<file path="config.mk">
export PLATFORM = sky130hd
export DESIGN_NAME = rqcq_ctrl
export DESIGN_NICKNAME = d
export VERILOG_FILES = /design/src/rtl/rqcq_pkg.sv /design/src/rtl/rqcq_fifo.sv /design/src/rtl/rqcq_ring.sv /design/src/rtl/rqcq_ctrl.sv
export SDC_FILE = /design/constraint.sdc
export NUM_CORES = 1
export LEC_CHECK = 0
export BUFFER_PORTS_ARGS = -buffer_cell sky130_fd_sc_hd__buf_4
export CORE_ASPECT_RATIO = 0.7
export CORE_MARGIN = 10
export CORE_UTILIZATION = 52
export DETAILED_ROUTE_END_ITERATION = 12
export PLACE_DENSITY = 0.84
export SYNTH_ARGS = -nofsm -noshare
export SYNTH_HDL_FRONTEND = slang
export SYNTH_SLANG_ARGS = --single-unit
</file>
<file path="constraint.sdc">
create_clock -name clk -period 3.55 [get_ports clk]
set_input_delay 0.355 -clock clk [delete_from_list [all_inputs] [get_ports clk]]
set_output_delay 0.355 -clock clk [all_outputs]
set_load 0.01 [all_outputs]
</file>
<file path="src/rtl/rqcq_pkg.sv">
package rqcq_pkg;
    localparam int WORD_W = 64;
    localparam int ADDR_W = 32;

    localparam logic [3:0] OPC_START = 4'd1;
    localparam logic [3:0] OPC_IN    = 4'd2;
    localparam logic [3:0] OPC_OUT   = 4'd3;
    localparam logic [3:0] OPC_NOTE  = 4'd4;

    localparam logic [2:0] RA_SUBMIT  = 3'd0;
    localparam logic [2:0] RA_RQBASE  = 3'd1;
    localparam logic [2:0] RA_CQBASE  = 3'd2;
    localparam logic [2:0] RA_CQDEPTH = 3'd3;
    localparam logic [2:0] RA_CQCONS  = 3'd4;
    localparam logic [2:0] RA_OVFCLR  = 3'd5;

    localparam logic [7:0] STAT_OK    = 8'h00;
    localparam logic [7:0] STAT_BADOP = 8'h80;

    typedef enum logic [3:0] {
        ST_IDLE,
        ST_FETCH,
        ST_CHECK,
        ST_LOAD,
        ST_KICK,
        ST_WAIT,
        ST_STORE,
        ST_RING,
        ST_POST
    } ctl_state_e;

    function automatic logic [3:0] desc_op(input logic [WORD_W-1:0] d);
        return d[63:60];
    endfunction

    function automatic logic [ADDR_W-1:0] xfer_addr(input logic [WORD_W-1:0] d);
        return d[47:16];
    endfunction

    function automatic logic [15:0] xfer_cnt(input logic [WORD_W-1:0] d);
        return d[15:0];
    endfunction
endpackage

</file>
<file path="src/rtl/rqcq_fifo.sv">
module rqcq_fifo #(
    parameter int W     = 16,
    parameter int DEPTH = 4
) (
    input  logic         clk,
    input  logic         rst_n,
    input  logic         push,
    input  logic [W-1:0] din,
    input  logic         pop,
    output logic [W-1:0] dout,
    output logic         full,
    output logic         empty
);
    localparam int PW = $clog2(DEPTH);
    localparam logic [PW:0] CNT_MAX = (PW+1)'(DEPTH);

    logic [W-1:0]  slots [DEPTH];
    logic [PW-1:0] rp, wp;
    logic [PW:0]   cnt;
    logic          accept, take;

    assign full   = (cnt == CNT_MAX);
    assign empty  = (cnt == '0);
    assign accept = push && !full;
    assign take   = pop && !empty;
    assign dout   = slots[rp];

    always_ff @(posedge clk) begin
        if (accept) begin
            slots[wp] <= din;
        end
    end

    always_ff @(posedge clk) begin
        if (!rst_n) begin
            rp  <= '0;
            wp  <= '0;
            cnt <= '0;
        end else begin
            if (accept) wp <= wp + 1'b1;
            if (take)   rp <= rp + 1'b1;
            unique case ({accept, take})
                2'b10:   cnt <= cnt + 1'b1;
                2'b01:   cnt <= cnt - 1'b1;
                default: cnt <= cnt;
            endcase
        end
    end


    fifo_drop_chk: assert property (@(posedge clk) disable iff (!rst_n)
        (push && full && !pop) |=> (cnt == $past(cnt)));
endmodule

</file>
<file path="src/rtl/rqcq_ring.sv">
module rqcq_ring #(
    parameter int IW = 16
) (
    input  logic          clk,
    input  logic          rst_n,
    input  logic          clr,
    input  logic [IW-1:0] depth,
    input  logic          cons_we,
    input  logic [IW-1:0] cons_wdata,
    input  logic          adv,
    output logic [IW-1:0] prod,
    output logic          full,
    output logic          irq
);
    logic [IW-1:0] prod_q, cons_q, prod_nxt;

    assign prod_nxt = (prod_q == depth - 1'b1) ? '0 : prod_q + 1'b1;
    assign full     = (prod_nxt == cons_q);
    assign irq      = (prod_q != cons_q);
    assign prod     = prod_q;

    always_ff @(posedge clk) begin
        if (!rst_n || clr) begin
            prod_q <= '0;
            cons_q <= '0;
        end else begin
            if (adv)     prod_q <= prod_nxt;
            if (cons_we) cons_q <= cons_wdata;
        end
    end


    ring_full_chk: assert property (@(posedge clk) disable iff (!rst_n)
        adv |-> !full);


    irq_rise_chk: assert property (@(posedge clk) disable iff (!rst_n)
        (adv && !clr && !cons_we) |=> irq);
endmodule

</file>
<file path="src/rtl/rqcq_ctrl.sv">
module rqcq_ctrl
    import rqcq_pkg::*;
#(
    parameter int OFF_W          = 16,
    parameter int FIFO_DEPTH     = 4,
    parameter int IW             = 16,
    parameter int RING_DEPTH_RST = 8
) (
    input  logic        clk,
    input  logic        rst_n,
    input  logic        reg_we,
    input  logic [2:0]  reg_addr,
    input  logic [31:0] reg_wdata,
    output logic        ovf_flag,
    output logic        mem_req,
    output logic        mem_we,
    output logic [31:0] mem_addr,
    output logic [63:0] mem_wdata,
    input  logic [63:0] mem_rdata,
    input  logic        mem_ack,
    input  logic        eng_idle,
    output logic        eng_in_we,
    output logic [63:0] eng_in_data,
    output logic        eng_start,
    output logic [31:0] eng_cmd,
    input  logic        eng_done,
    output logic [15:0] eng_out_idx,
    input  logic [63:0] eng_out_data,
    output logic        irq
);
    localparam int NDESC = 4;
    localparam int DI_W  = $clog2(NDESC);

    ctl_state_e           state, state_nxt;
    logic [ADDR_W-1:0]    rq_base, cq_base;
    logic [IW-1:0]        cq_depth;
    logic                 ovf_q;
    logic [OFF_W-1:0]     cur_off;
    logic [DI_W-1:0]      didx;
    logic [WORD_W-1:0]    desc [NDESC];
    logic [15:0]          wcnt;
    logic [7:0]           stat;

    logic                 sub_we, fifo_full, fifo_empty, fifo_pop;
    logic [OFF_W-1:0]     fifo_dout;
    logic                 ring_clr, cons_we, ring_full, ring_adv;
    logic [IW-1:0]        prod;
    logic                 bad_any;
    logic [DI_W-1:0]      bad_idx;
    logic                 xfer_ack;

    logic [ADDR_W-1:0]    in_addr, out_addr;
    logic [15:0]          in_cnt, out_cnt, req_id;

    assign in_addr  = xfer_addr(desc[1]);
    assign in_cnt   = xfer_cnt(desc[1]);
    assign out_addr = xfer_addr(desc[2]);
    assign out_cnt  = xfer_cnt(desc[2]);
    assign req_id   = desc[3][15:0];

    assign sub_we   = reg_we && (reg_addr == RA_SUBMIT);
    assign ring_clr = reg_we && ((reg_addr == RA_CQBASE) || (reg_addr == RA_CQDEPTH));
    assign cons_we  = reg_we && (reg_addr == RA_CQCONS);
    assign xfer_ack = mem_req && mem_ack;

    rqcq_fifo #(.W(OFF_W), .DEPTH(FIFO_DEPTH)) u_fifo (
        .clk   (clk),
        .rst_n (rst_n),
        .push  (sub_we),
        .din   (reg_wdata[OFF_W-1:0]),
        .pop   (fifo_pop),
        .dout  (fifo_dout),
        .full  (fifo_full),
        .empty (fifo_empty)
    );

    rqcq_ring #(.IW(IW)) u_ring (
        .clk        (clk),
        .rst_n      (rst_n),
        .clr        (ring_clr),
        .depth      (cq_depth),
        .cons_we    (cons_we),
        .cons_wdata (reg_wdata[IW-1:0]),
        .adv        (ring_adv),
        .prod       (prod),
        .full       (ring_full),
        .irq        (irq)
    );

    // first descriptor whose opcode is not the one its slot calls for
    always_comb begin
        bad_any = 1'b0;
        bad_idx = '0;
        for (int i = NDESC - 1; i >= 0; i--) begin
            if (desc_op(desc[i]) != 4'(i + 1)) begin
                bad_any = 1'b1;
                bad_idx = DI_W'(i);
            end
        end
    end

    // configuration registers
    always_ff @(posedge clk) begin
        if (!rst_n) begin
            rq_base  <= '0;
            cq_base  <= '0;
            cq_depth <= IW'(RING_DEPTH_RST);
            ovf_q    <= 1'b0;
        end else begin
            if (reg_we && reg_addr == RA_RQBASE)  rq_base  <= reg_wdata;
            if (reg_we && reg_addr == RA_CQBASE)  cq_base  <= reg_wdata;
            if (reg_we && reg_addr == RA_CQDEPTH) cq_depth <= reg_wdata[IW-1:0];
            if (sub_we && fifo_full)
                ovf_q <= 1'b1;
            else if (reg_we && reg_addr == RA_OVFCLR)
                ovf_q <= 1'b0;
        end
    end
    assign ovf_flag = ovf_q;

    // state register and request datapath
    always_ff @(posedge clk) begin
        if (!rst_n) begin
            state   <= ST_IDLE;
            cur_off <= '0;
            didx    <= '0;
            wcnt    <= '0;
            stat    <= STAT_OK;
            for (int i = 0; i < NDESC; i++) desc[i] <= '0;
        end else begin
            state <= state_nxt;
            unique case (state)
                ST_IDLE: begin
                    if (fifo_pop) begin
                        cur_off <= fifo_dout;
                        didx    <= '0;
                    end
                end
                ST_FETCH: begin
                    if (xfer_ack) begin
                        desc[didx] <= mem_rdata;
                        didx       <= didx + 1'b1;
                    end
                end
                ST_CHECK: begin
                    wcnt <= '0;
                    stat <= bad_any ? (STAT_BADOP | 8'(bad_idx)) : STAT_OK;
                end
                ST_LOAD, ST_STORE: begin
                    if (xfer_ack) wcnt <= wcnt + 1'b1;
                end
                ST_KICK: wcnt <= '0;
                default: ;
            endcase
        end
    end

    // next-state decision
    always_comb begin
        state_nxt = state;
        unique case (state)
            ST_IDLE:  if (!fifo_empty && eng_idle) state_nxt = ST_FETCH;
            ST_FETCH: if (xfer_ack && didx == DI_W'(NDESC - 1)) state_nxt = ST_CHECK;
            ST_CHECK: state_nxt = bad_any ? ST_RING : ST_LOAD;
            ST_LOAD:  if (wcnt == in_cnt) state_nxt = ST_KICK;
            ST_KICK:  state_nxt = ST_WAIT;
            ST_WAIT:  if (eng_done) state_nxt = ST_STORE;
            ST_STORE: if (wcnt == out_cnt) state_nxt = ST_RING;
            ST_RING:  if (!ring_full) state_nxt = ST_POST;
            ST_POST:  if (xfer_ack) state_nxt = ST_IDLE;
            default:  state_nxt = ST_IDLE;
        endcase
    end

    // outputs
    always_comb begin
        fifo_pop  = 1'b0;
        mem_req   = 1'b0;
        mem_we    = 1'b0;
        mem_addr  = '0;
        mem_wdata = '0;
        eng_in_we = 1'b0;
        eng_start = 1'b0;
        ring_adv  = 1'b0;
        unique case (state)
            ST_IDLE: fifo_pop = !fifo_empty && eng_idle;
            ST_FETCH: begin
                mem_req  = 1'b1;
                mem_addr = rq_base + ADDR_W'(cur_off) + ADDR_W'(didx);
            end
            ST_LOAD: begin
                if (wcnt != in_cnt) begin
                    mem_req   = 1'b1;
                    mem_addr  = in_addr + ADDR_W'(wcnt);
                    eng_in_we = mem_ack;
                end
            end
            ST_KICK: eng_start = 1'b1;
            ST_STORE: begin
                if (wcnt != out_cnt) begin
                    mem_req   = 1'b1;
                    mem_we    = 1'b1;
                    mem_addr  = out_addr + ADDR_W'(wcnt);
                    mem_wdata = eng_out_data;
                end
            end
            ST_POST: begin
                mem_req   = 1'b1;
                mem_we    = 1'b1;
                mem_addr  = cq_base + ADDR_W'(prod);
                mem_wdata = {32'b0, req_id, 8'h00, stat};
                ring_adv  = mem_ack;
            end
            default: ;
        endcase
    end

    assign eng_in_data = mem_rdata;
    assign eng_cmd     = desc[0][31:0];
    assign eng_out_idx = wcnt;


    mem_hold_chk: assert property (@(posedge clk) disable iff (!rst_n)
        (mem_req && !mem_ack) |=> (mem_req && $stable(mem_we) &&
                                   $stable(mem_addr) && $stable(mem_wdata)));


    ovf_set_chk: assert property (@(posedge clk) disable iff (!rst_n)
        (sub_we && fifo_full) |=> ovf_flag);


    start_pulse_chk: assert property (@(posedge clk) disable iff (!rst_n)
        eng_start |=> !eng_start);


    pop_idle_chk: assert property (@(posedge clk) disable iff (!rst_n)
        (!eng_idle && state == ST_IDLE) |=> !mem_req);
endmodule

</file>
==> reports/results.ini <==
[critical_path]
critPathBufInv=2
crit_type=flop to primary output
r2r_end=state[2]$_SDFFE_PN0P_
cp.arrival_ns=4.03
critPathMaxFanout=5
cp-end-kind=primary output
rrSetupSlack_ns=0.12
cp_cell_sequence=fa_2, ha_4, fa_2, a21o_1, a21o_1, a2111o_1, a41oi_2, buf_4, o21ai_4, xor2_1, a222oi_1, o221ai_1, buf_4
r2r_start=u_ring.prod[4]$_SDFFE_PP0P_
cp-start-kind=flop
slowest_stage=fa_2
rr_worst_depth=11
cpPeakStageDelay_ns=0.49
cp.required_ns=3.19
critPathTopFamily=compound AO/OA/AOI/OAI gates

[die]
die_area_sq_mm=0.0523
rows=63
die_x_microns=269
fp.coreArea_sq_mm=0.0426
die_h_microns=194
num_io_pins=383
initial_core_util_pct=53.0

[outcome]
violations=negative setup slack
status=complete, but fails checks

[power_and_ir_drop]
ir_drop_mv=0.354
switching_share_pct=26.4
p_clk_share_pct=38.9
power_frac_seq_pct=47.9
intPower_mw=7.70
power_density_mw_per_mm2=380
power.leakage_nw=11.4
p_sw_mw=2.76
comb_power_share_pct=13.1

[global_route]
first_global_vias=18800
grt_max_degree=93
grt.overflow.total=0
grt_pass1_wl_microns=110000
grt.total_usage_pct=26.0
antenna_found_initial=0

[sta]
skew_ns=0.0244
max_freq_mhz=228
fin_ws_ns=-0.837
fin_crit_ns=4.39
max_slew.worst_pin.slew_ns=1.21
period_share_pct=124
max-slew-margin-rel_pct=19.4
rsz0062_at_grt=true
maxSlewViolCount=0
final-setup-viol-count=25
hold_violations=0

[placed_design]
port_buffers=358
gp_congestion=0.926
dp_cells=3159
hpwl_microns=52700
dp_slack_ns=-0.392

[logic_synthesis]
avgSynthCellArea_sq_um=9.70
yosysSeqAreaShare_pct=44.0
synth-async-reset-ratio_pct=0
synth_nets=2593
synth_ff_type=edfxtp_1
ys_ff_latch=385
syn-cell-area_sq_mm=0.0226
yosys_warnings=0
synthCells=2330
synth_cell_types=75
synth_edf_count=224

[drt]
ant_nets=0
wl_per_cell_microns=22.0
drtPass1Iterations=6
viasPerCell=5.92
drc=0
routed_wl_microns=71800
via_count=19300
drt-initial-drc-count=2124

[clocking]
cts_made_buffers=39
cts_sinks=385
clockBufferDepth=3
clk_pin_slew_ns=0.06
htree_levels=2
insertion_delay_ns=0.57
clockRootBuffer=clkbuf_16
cts_tree=done

[min_path]
whs_path_depth=1
hold_path_end=u_fifo.slots[0][0]$_DFFE_PP_
worstHoldStart=reg_wdata[0]
hold_path.class=input pin to flop

[final_layout]
num-nets-final=2903
layout_commonest_cell=buf_4
post_route_cells_drive_above_1_share_pct=24.2
final_cells=3256
area_growth_pct=21.8
final_cell_mix=467 x buf_4, 323 x nand2_1, 228 x and2_1
diodes=0
fill_cells=3243

[run]
drv_cap=0

sequential cells by signal, summed over array words and instances, names as in the netlist, 3 cells and up:
name	count
cq_base	32
cq_depth	16
cur_off	16
desc	160
eng_out_idx	16
rq_base	32
stat	3
state	4
u_fifo.cnt	3
u_fifo.slots	64
u_ring.cons_q	16
u_ring.prod	16
synthesized netlist by cell type, types with 16 or more instances:
library cell	instances	area share, %
a22o_1	21	0.81
xnor2_1	104	4.0
a21boi_0	99	3.3
a21oi_1	96	2.1
inv_1	36	0.60
a21o_1	40	1.3
and3_1	30	0.83
nor4_1	24	0.66
nor2_1	100	1.7
o211ai_1	16	0.53
and2_1	228	6.3
o21ai_0	49	1.1
nor3_1	25	0.55
mux4_2	16	1.6
nand2_1	327	5.4
dfxtp_1	161	14
xor2_1	97	3.8
ha_1	87	4.8
nand4_1	39	1.1
nand3_1	56	1.2
buf_4	99	3.3
edfxtp_1	224	30
clkbuf_1	109	1.8
worst max-delay path by stage:
| stage | cells past startpoint | endpoint | from | slack (ns) |
|---|---|---|---|---|
| floorplan | 12 | mem_addr[23] | rq_base[1]$_SDFFE_PN0P_ | 0.02 |
| global placement | 13 | mem_addr[15] | rq_base[1]$_SDFFE_PN0P_ | -0.33 |
| detailed placement | 13 | mem_addr[15] | rq_base[1]$_SDFFE_PN0P_ | -0.39 |
| CTS | 13 | mem_addr[17] | rq_base[1]$_SDFFE_PN0P_ | -0.84 |
| global route | 13 | mem_addr[17] | rq_base[1]$_SDFFE_PN0P_ | -0.90 |
| finish | 13 | mem_addr[17] | rq_base[1]$_SDFFE_PN0P_ | -0.84 |
power groups by stage:
stage | combinational [mW] | sequential (mW) | clock (mW)
after floorplan | 0.836 | 5.04 | 0
after global placement | 1.28 | 5.09 | 0
after detailed placement | 1.32 | 5.11 | 0
after CTS | 1.34 | 5.01 | 4.11
after global routing | 1.48 | 5.03 | 4.30
final | 1.38 | 5.02 | 4.08
cells by family after synthesis:
| kind of cell | Yosys count | share of synthesized area (%) |
|---|---|---|
| AND/OR/NAND/NOR | 916 | 20.7 |
| AO/OA/AOI/OAI | 452 | 14.1 |
| flip-flops | 385 | 44.0 |
| buffers and inverters | 257 | 5.95 |
| XOR/XNOR | 202 | 7.89 |
| adder cells (fa/ha/maj) | 94 | 5.44 |
| multiplexers | 24 | 1.95 |
worst register-to-register path, delay by kind of cell (launching register included):
kind / cells / cell delay (ns)
and+or+nand+nor: 4 / 1.42
AOI/OAI and AO/OA: 3 / 0.48
buffers and inverters: 2 / 0.41
DFF: 1 / 0.40
xor gates and xnor gates: 1 / 0.36
muxes: 1 / 0.26
area by class of cell:
| class | instances | area [sq um] | share of cell area, % |
|---|---|---|---|
| tap | 585 | 732 | 2.66 |
| multi-input combinational | 1688 | 11700 | 42.3 |
| clock inverter | 21 | 204 | 0.741 |
| clock buffer | 51 | 1050 | 3.82 |
| timing repair buffer | 489 | 3790 | 13.8 |
| inverter | 37 | 139 | 0.505 |
| sequential | 385 | 9960 | 36.2 |
routing by layer:
metal | vias to the layer above | GRT usage (%) | routed length, microns
li1 | 8811 | - | -
met1 | 9341 | 34.6 | 29500
met4 | 0 | 5.93 | 1520
met2 | 997 | 42.5 | 33900
met5 | - | 0 | 0
met3 | 124 | 5.60 | 6830
through the flow:
| step | hold slack (ns) | util, % | power [mW] | setup TNS (ns) | cell area [sq um] |
|---|---|---|---|---|---|
| 3_5_place_dp | 0.464 | 60.3 | 6.42 | -2.91 | 25700 |
| 5_1_grt | 0.0772 | 64.5 | 10.8 | -16.78 | 27500 |
| 2_1_floorplan | 0.441 | - | 5.88 | 0 | 22600 |
| 6_report | 0.0791 | 64.5 | 10.5 | -13.91 | 27500 |
| 4_1_cts | 0.0685 | 64.1 | 10.5 | -11.50 | 27400 |
| 3_3_place_gp | 0.456 | 60.3 | 6.37 | -2.37 | 25700 |
timing repair:
action / CTS / global route
gates cloned: 0 / 0
buffers inserted: 23 / 7
hold buffers: 0 / 0
gates resized for setup: 58 / 32
endpoints found under the setup margin: 29 / 37
pin swaps: 51 / 28
Note: power is estimated with default switching activity, not from simulation.
